**src/rtl/bus_cyc_pkg.sv**
```systemverilog
package bus_cyc_pkg;

  typedef enum logic [2:0] {
    K_FETCH = 3'd0,
    K_MRD   = 3'd1,
    K_MWR   = 3'd2,
    K_IORD  = 3'd3,
    K_IOWR  = 3'd4,
    K_HALT  = 3'd5
  } kind_e;

  typedef enum logic [2:0] {
    TS_IDLE = 3'd0,
    TS_T1   = 3'd1,
    TS_T2   = 3'd2,
    TS_TW   = 3'd3,
    TS_T3   = 3'd4
  } tstate_e;

  typedef struct packed {
    logic       is_rd;
    logic       is_wr;
    logic       is_io;
    logic       is_halt;
    logic [1:0] status;
  } cyc_attr_t;

endpackage

```
**src/rtl/cyc_attr_decode.sv**
```systemverilog
module cyc_attr_decode
  import bus_cyc_pkg::*;
(
  input  logic [2:0] kind,
  output cyc_attr_t  attr
);

  always_comb begin
    attr = '{is_rd: 1'b0, is_wr: 1'b0, is_io: 1'b0, is_halt: 1'b1, status: 2'b00};
    case (kind)
      K_FETCH: attr = '{is_rd: 1'b1, is_wr: 1'b0, is_io: 1'b0, is_halt: 1'b0, status: 2'b11};
      K_MRD:   attr = '{is_rd: 1'b1, is_wr: 1'b0, is_io: 1'b0, is_halt: 1'b0, status: 2'b10};
      K_MWR:   attr = '{is_rd: 1'b0, is_wr: 1'b1, is_io: 1'b0, is_halt: 1'b0, status: 2'b01};
      K_IORD:  attr = '{is_rd: 1'b1, is_wr: 1'b0, is_io: 1'b1, is_halt: 1'b0, status: 2'b10};
      K_IOWR:  attr = '{is_rd: 1'b0, is_wr: 1'b1, is_io: 1'b1, is_halt: 1'b0, status: 2'b01};
      default: ;
    endcase
  end

endmodule

```
**src/rtl/tstate_seq.sv**
```systemverilog
module tstate_seq
  import bus_cyc_pkg::*;
(
  input  logic    clk,
  input  logic    rst,
  input  logic    start,
  input  logic    ready,
  input  logic    skip_wait,
  output tstate_e st,
  output tstate_e st_nxt
);

  always_comb begin
    st_nxt = st;
    case (st)
      TS_IDLE: if (start) st_nxt = TS_T1;
      TS_T1:   st_nxt = TS_T2;
      TS_T2:   st_nxt = (ready || skip_wait) ? TS_T3 : TS_TW;
      TS_TW:   if (ready) st_nxt = TS_T3;
      TS_T3:   st_nxt = TS_IDLE;
      default: st_nxt = TS_IDLE;
    endcase
  end

  always_ff @(posedge clk) begin
    if (rst) st <= TS_IDLE;
    else     st <= st_nxt;
  end

  // a wait state is only ever entered after a low ready sample
  p_wait_needs_low_r6: assert property (@(posedge clk) disable iff (rst)
    (st == TS_TW) |-> !$past(ready));

  // halt cycles never wait
  p_halt_no_wait_r8: assert property (@(posedge clk) disable iff (rst)
    (st == TS_TW) |-> !skip_wait);

  // T3 is always followed by idle
  p_t3_ends_r10: assert property (@(posedge clk) disable iff (rst)
    (st == TS_T3) |=> (st == TS_IDLE));

endmodule

```
**src/rtl/bus_drive.sv**
```systemverilog
module bus_drive
  import bus_cyc_pkg::*;
#(
  parameter int AW = 16,
  parameter int DW = 8,
  localparam int HW = AW - DW
) (
  input  logic          clk,
  input  logic          rst,
  input  tstate_e       st,
  input  tstate_e       st_nxt,
  input  cyc_attr_t     attr,
  input  logic [AW-1:0] addr,
  input  logic [DW-1:0] wdata,
  input  logic [DW-1:0] ad_in,
  output logic [HW-1:0] addr_hi,
  output logic          addr_hi_oe,
  output logic [DW-1:0] ad_out,
  output logic          ad_oe,
  output logic          ale,
  output logic          io_m,
  output logic [1:0]    status,
  output logic          rd_n,
  output logic          wr_n,
  output logic          done,
  output logic [DW-1:0] rdata
);

  logic nx_busy, nx_t1, nx_xfer;

  assign nx_busy = (st_nxt != TS_IDLE);
  assign nx_t1   = (st_nxt == TS_T1);
  assign nx_xfer = (st_nxt == TS_T2) || (st_nxt == TS_TW) || (st_nxt == TS_T3);

  always_ff @(posedge clk) begin
    if (rst) begin
      addr_hi    <= '0;
      addr_hi_oe <= 1'b0;
      ad_out     <= '0;
      ad_oe      <= 1'b0;
      ale        <= 1'b0;
      io_m       <= 1'b0;
      status     <= 2'b00;
      rd_n       <= 1'b1;
      wr_n       <= 1'b1;
      done       <= 1'b0;
      rdata      <= '0;
    end else begin
      ale        <= nx_t1;
      addr_hi_oe <= nx_busy;
      addr_hi    <= addr[AW-1:DW];
      ad_oe      <= nx_t1 || (nx_xfer && attr.is_wr);
      ad_out     <= nx_t1 ? addr[DW-1:0] : wdata;
      status     <= nx_busy ? attr.status : 2'b00;
      io_m       <= nx_busy && attr.is_io;
      rd_n       <= !(nx_xfer && attr.is_rd);
      wr_n       <= !(nx_xfer && attr.is_wr);
      done       <= (st == TS_T3);
      if (st == TS_T3 && attr.is_rd) rdata <= ad_in;
    end
  end

  p_strobe_excl_r7: assert property (@(posedge clk) disable iff (rst)
    !(!rd_n && !wr_n));

  p_no_strobe_t1_r7: assert property (@(posedge clk) disable iff (rst)
    ale |-> (rd_n && wr_n));

  p_ale_pulse_r2: assert property (@(posedge clk) disable iff (rst)
    ale |=> !ale);

  p_status_hold_r3: assert property (@(posedge clk) disable iff (rst)
    (addr_hi_oe && !ale) |-> ($stable(status) && $stable(io_m)));

  p_halt_quiet_r8: assert property (@(posedge clk) disable iff (rst)
    (addr_hi_oe && status == 2'b00) |-> (rd_n && wr_n && (ale || !ad_oe)));

  p_done_pulse_r10: assert property (@(posedge clk) disable iff (rst)
    done |=> !done);

  p_done_released_r10: assert property (@(posedge clk) disable iff (rst)
    done |-> (!ad_oe && !addr_hi_oe && rd_n && wr_n));

  p_hi_oe_span_r11: assert property (@(posedge clk) disable iff (rst)
    ale |-> addr_hi_oe);

endmodule

```
**src/rtl/mux_bus_ctrl.sv**
```systemverilog
module mux_bus_ctrl
  import bus_cyc_pkg::*;
#(
  parameter int AW = 16,
  parameter int DW = 8,
  localparam int HW = AW - DW
) (
  input  logic          clk,
  input  logic          rst,
  input  logic          req_valid,
  input  logic [2:0]    req_kind,
  input  logic [AW-1:0] req_addr,
  input  logic [DW-1:0] req_wdata,
  output logic          req_ready,
  output logic          done,
  output logic [DW-1:0] rdata,
  input  logic          ready,
  output logic [HW-1:0] addr_hi,
  output logic          addr_hi_oe,
  output logic [DW-1:0] ad_out,
  output logic          ad_oe,
  input  logic [DW-1:0] ad_in,
  output logic          ale,
  output logic          io_m,
  output logic [1:0]    status,
  output logic          rd_n,
  output logic          wr_n
);

  tstate_e       st, st_nxt;
  cyc_attr_t     in_attr, lat_attr, cur_attr;
  logic [AW-1:0] lat_addr, cur_addr;
  logic [DW-1:0] lat_wdata, cur_wdata;
  logic          accept;

  assign req_ready = (st == TS_IDLE);
  assign accept    = req_valid && req_ready;

  cyc_attr_decode u_dec (
    .kind (req_kind),
    .attr (in_attr)
  );

  always_ff @(posedge clk) begin
    if (rst) begin
      lat_attr  <= '{is_rd: 1'b0, is_wr: 1'b0, is_io: 1'b0, is_halt: 1'b1, status: 2'b00};
      lat_addr  <= '0;
      lat_wdata <= '0;
    end else if (accept) begin
      lat_attr  <= in_attr;
      lat_addr  <= req_addr;
      lat_wdata <= req_wdata;
    end
  end

  assign cur_attr  = accept ? in_attr   : lat_attr;
  assign cur_addr  = accept ? req_addr  : lat_addr;
  assign cur_wdata = accept ? req_wdata : lat_wdata;

  tstate_seq u_seq (
    .clk       (clk),
    .rst       (rst),
    .start     (accept),
    .ready     (ready),
    .skip_wait (lat_attr.is_halt),
    .st        (st),
    .st_nxt    (st_nxt)
  );

  bus_drive #(.AW(AW), .DW(DW)) u_drv (
    .clk        (clk),
    .rst        (rst),
    .st         (st),
    .st_nxt     (st_nxt),
    .attr       (cur_attr),
    .addr       (cur_addr),
    .wdata      (cur_wdata),
    .ad_in      (ad_in),
    .addr_hi    (addr_hi),
    .addr_hi_oe (addr_hi_oe),
    .ad_out     (ad_out),
    .ad_oe      (ad_oe),
    .ale        (ale),
    .io_m       (io_m),
    .status     (status),
    .rd_n       (rd_n),
    .wr_n       (wr_n),
    .done       (done),
    .rdata      (rdata)
  );

  // a new address phase only starts from an accepted request while idle
  p_accept_idle_r9: assert property (@(posedge clk) disable iff (rst)
    $rose(ale) |-> $past(req_valid && req_ready));

  p_busy_not_ready_r9: assert property (@(posedge clk) disable iff (rst)
    addr_hi_oe |-> !req_ready);

endmodule

```
**config.mk**
```make
export PLATFORM = sky130hd
export DESIGN_NAME = mux_bus_ctrl
export DESIGN_NICKNAME = d
export VERILOG_FILES = /design/src/rtl/bus_cyc_pkg.sv /design/src/rtl/cyc_attr_decode.sv /design/src/rtl/tstate_seq.sv /design/src/rtl/bus_drive.sv /design/src/rtl/mux_bus_ctrl.sv
export SDC_FILE = /design/constraint.sdc
export NUM_CORES = 1
export LEC_CHECK = 0
export BUFFER_PORTS_ARGS = -buffer_cell sky130_fd_sc_hd__buf_4
export CAP_MARGIN = 20
export CORE_MARGIN = 2
export CORE_UTILIZATION = 50
export DETAILED_ROUTE_END_ITERATION = 6
export PLACE_DENSITY = 0.91
export SYNTH_ARGS = -nofsm -noshare
export SYNTH_HDL_FRONTEND = slang
export SYNTH_SLANG_ARGS = --single-unit
```
**constraint.sdc**
```tcl
create_clock -name clk -period 2.8 [get_ports clk]
set_input_delay 0.7 -clock clk [delete_from_list [all_inputs] [get_ports clk]]
set_output_delay 0.7 -clock clk [all_outputs]
set_load 0.02 [all_outputs]
```
# Yosys cells after proc, flatten, opt, wreduce, memory -nomap -nowiden
# Index checks and enable logic that the tools add are counted.
[totals] regBits=66 inputBits=39 out_inout_bits=34 word_cells=56
[op_classes] n_eq_ne=12 mux=9 n_bitwise=1 n_reduce_logical=15
[op_table] op="$pmux W6 S5" n=1
[op_table] op="$eq A3 B2 Y1 const B" n=6
[op_table] op="$mux W16" n=1
[op_table] op="$mux W8" n=2
[op_table] op="$pmux W3 S4" n=1
[op_table] op="$eq A3 B1 Y1 const B" n=3
[op_table] op="$eq A3 B3 Y1 const B" n=3
[op_table] op="$mux W3" n=3
[op_table] op="$logic_not A3 Y1" n=2
[op_table] op="$mux W6" n=1
[op_table] op="$logic_and A1 B1 Y1" n=5
[op_table] op="$logic_or A1 B1 Y1" n=4
[op_table] op="$reduce_bool A3 Y1" n=1
[op_table] op="$logic_not A1 Y1" n=2
[op_table] op="$reduce_or A2 Y1" n=1
[op_table] op="$not A1 Y1" n=1

# Longest topological paths before layout
[logic_depth] depth_word=9 ltp_mapped=6 mapped_depth_nobuf=3

# Modules after synthesis
# From an unflattened synthesis, not the netlist that was laid out.
[unflattened] cells_unflattened=304 hier_area_um2=3347.0
[modules_own_cells] module="mux_bus_ctrl" n_inst=1 cells_per_inst=165 area_each_um2=1861.8 seq_area_each_um2=600.6
[modules_own_cells] module="bus_drive" n_inst=1 cells_per_inst=114 area_each_um2=1263.7 seq_area_each_um2=660.6
[modules_own_cells] module="tstate_seq" n_inst=1 cells_per_inst=16 area_each_um2=158.9 seq_area_each_um2=60.1
[modules_own_cells] module="cyc_attr_decode" n_inst=1 cells_per_inst=9 area_each_um2=62.6 seq_area_each_um2=0.0

# Least setup slack after synthesis
# No wires, ideal clock.
[synth_timing] kind="register to output" startpoint="reg u_seq.st[1]" endpoint="out req_ready" arrival_time_ps=1142 t_required_ps=2100 slack_ps=958 stages_incl_launch_ff=5 path_buffers=2 cell_sequence="dfxtp_1 buf_4 or2_2 clkbuf_1 nor2_1"
[synth_via] elab_chain_len=1
[synth_rtl] item="start: declaration" line_no="tstate_seq.sv:9" source="output tstate_e st,"
[synth_rtl] item="start signal: assignment" line_no="tstate_seq.sv:27" source="else st <= st_nxt;"
[synth_rtl] item="$logic_not A3 Y1" line_no="mux_bus_ctrl.sv:36" source="assign req_ready = (st == TS_IDLE);"
[synth_rtl] item="end: declaration" line_no="mux_bus_ctrl.sv:14" source="output logic req_ready,"
# Every way passes these cells.

# Worst setup path in the final report
[layout_timing] startpoint="reg u_seq.st[0]" endpoint="out req_ready"
# The elaborated chain is that of the path after synthesis.

==> impl_results.md <==
* Status: complete, no violations
* FF+latch count, synth at 50
* Setup TNS at 0 ps
* Vias in the first global route at ~1400
* Primary FF master, synth: dfxtp_1
* Setup CP Type: flip-flop to output port
* Worst-Skew Late Latency at 370 ps
* CTS sink cnt at 50
* Final-report hold violation count at 0
* Clock root buffer: clkbuf_4
* Num CTS Buffers at 5
* Die width at 64.4 um
* Drt first-iter violations at 70
* GRT Util Overall at ~18%
* Setup Skew at about 9.9 ps
* Critical path arrival at between 1000 and 1500 ps
* R2R setup slack at 1000 ps
* DRT antenna net count at 0
* Leakage at ~1.1 nW
* GPL Wtd Cong at around 0.86
* Unrepaired setup endpoints after global routing: no
* Commonest non-fill, non-tap cells in the layout: buf_4 (76), nand2_1 (50), dfxtp_1 (50)
* Largest net degree at the start of global routing at 43
* Synth top area share at 54.9%
* Synth Instances at around 200
* # port buffers at 72
* Vias at 1565
* Worst-Margin Slew at 420 ps
* Post-synth EDFFs at 0
* Clock transition at path regs at roughly 120 ps
* Die height at 64.4 um
* Total Wirelength at approximately 3500 um
* Endpoint class of the critical path: output port
* Area contributors post-synth: dfxtp_1 (55%), nand2_1 (10%), a21oi_1 (9.3%)
* Mean Syn Cell Area at between 8 and 9 um2
* Power Density at 568 nW/um2
* Synthesis warning total at 0
* H-tree depth at 2
* Fin util at approximately 70%
* ANT cells at 0
* Row Count at 21
* Max VDD drop at around 0.00036 V
* Routed len/inst at 11.0 um
* Total gr overflow at 0
* Max Clk Rate at around 470 MHz
* Final Cycle Share at between 70% and 80%
* Register area share after synthesis at a little over half
* Nets at 305
* Core footprint at approximately 3400 um2
* Drt pass-1 iters at 4
* Dominant cell type by area after synthesis: dfxtp_1
* TritonCTS clock tree: built
* Netlist cell types at 29
* Commonest non-fill, non-tap cell in the layout: buf_4
* Share of layout cells above drive strength 1 at about a third
* Post-CTS setup buffers at 0
* Post-Syn Area at around 1800 um2
* Top Ports at 73
* CTS max path bufs at 2
* DIE AREA at ~4100 um2
* HP Class: flip-flop to flip-flop
* Final count of negative-setup-slack endpoints at 0
* Final worst path period need at roughly 2100 ps
* Placed Area at approximately 2300 um2
* Slew Limit Headroom at 72.0%
* First-pass GRT wire length at 5660 um
* DRC at 0
* Worst EP required at approximately 2100 ps
* Post-Syn Nets at 245
* Post-CTS resize count at 0
* Final Max Slew Viols at 0
* DP Wirelength at 2490 um
* Max Cap Violations at 0
* Critical path peak fanout at 8
* Layout area overhead at 31.9%
* Initial Util at 53.3%
* Hold buffer count at CTS at 0
* Post-Layout Inst Area at ~2400 um2
* Initial antenna violation count at 0
* Routed vias/inst at about 5
* Crit path launch type: flip-flop
* Asr flop ratio synth at 0%
==> cell families after synthesis <==
logic type | after synthesis | synth area share, %
XOR/XNOR | 1 | 0.481
multiplexers | 8 | 4.40
AO/OA/AOI/OAI | 40 | 11.7
flip-flops | 50 | 54.9
AND/OR/NAND/NOR | 82 | 20.8
buffers and inverters | 25 | 7.62
==> stage by stage <==
step / power [mW] / hold WS, ps / setup slack, ps / std cells
after floorplan: 0.918 / 376 / 958 / 206
after global placement: 1.00 / 407 / 730 / 305
after detailed placement: 1.01 / 412 / 703 / 305
after CTS: 1.38 / 432 / 655 / 313
after global routing: 1.43 / 459 / 560 / 313
final: 1.37 / 437 / 662 / 313
==> worst paths after layout <==
kind / endpoint / cells after the start / startpoint
worst max register to register: lat_attr[4]$_SDFF_PP0_ / 3 / u_seq.st[0]$_SDFF_PP0_
worst min register to register: u_drv.wr_n$_SDFF_PP1_ / 1 / lat_attr[4]$_SDFF_PP0_
worst min-delay path: u_drv.wr_n$_SDFF_PP1_ / 1 / lat_attr[4]$_SDFF_PP0_
worst max-delay path: req_ready / 3 / u_seq.st[0]$_SDFF_PP0_
==> cells in the mapped netlist, types with 2 or more instances <==
| cell | number |
|---|---|
| dfxtp_1 | 50 |
| nand2_1 | 50 |
| a21oi_1 | 34 |
| nor2_1 | 15 |
| clkbuf_1 | 10 |
| buf_4 | 9 |
| mux2i_1 | 8 |
| buf_2 | 3 |
| nand3_1 | 3 |
| a211oi_1 | 2 |
| inv_1 | 2 |
| nor3b_1 | 2 |
| or2_2 | 2 |
==> flip-flops by register name (all words and copies together), names as in the netlist <==
| register | flops |
|---|---|
| lat_addr | 8 |
| lat_attr | 6 |
| lat_wdata | 8 |
| u_drv.ad_oe | 1 |
| u_drv.ad_out | 8 |
| u_drv.addr_hi_oe | 1 |
| u_drv.ale | 1 |
| u_drv.done | 1 |
| u_drv.io_m | 1 |
| u_drv.rd_n | 1 |
| u_drv.rdata | 8 |
| u_drv.status | 2 |
| u_drv.wr_n | 1 |
| u_seq.st | 3 |
==> final cells by class <==
type,instances,area [um2]
Fill cell,271,1010
Sequential cell,50,1000
Timing Repair Buffer,76,571
Clock buffer,8,78.8
Tap cell,46,57.6
Inverter,2,7.51
Multi-Input combinational cell,131,688
==> layer usage <==
| layer | track usage, % | share of wire, % | vias up |
|---|---|---|---|
| met5 | 0 | 0 | - |
| met3 | 4.58 | 7.3 | 8 |
| met1 | 20.5 | 42 | 711 |
| met4 | 11.2 | 2.2 | 0 |
| met2 | 28.6 | 48 | 56 |
| li1 | - | - | 790 |
==> power breakdown <==
part | leakage [nW] | internal [mW] | switching, mW
clock network | 0.0446 | 0.172 | 0.204
registers | 0.409 | 0.751 | 0.0191
logic | 0.602 | 0.104 | 0.116
==> worst max-delay path, stage by stage, from the launching register on <==
cell and delay (ps):
dfxtp_1 420, or2_2 390, nor2_1 120, buf_4 150
(Power assumes the default switching activity.)
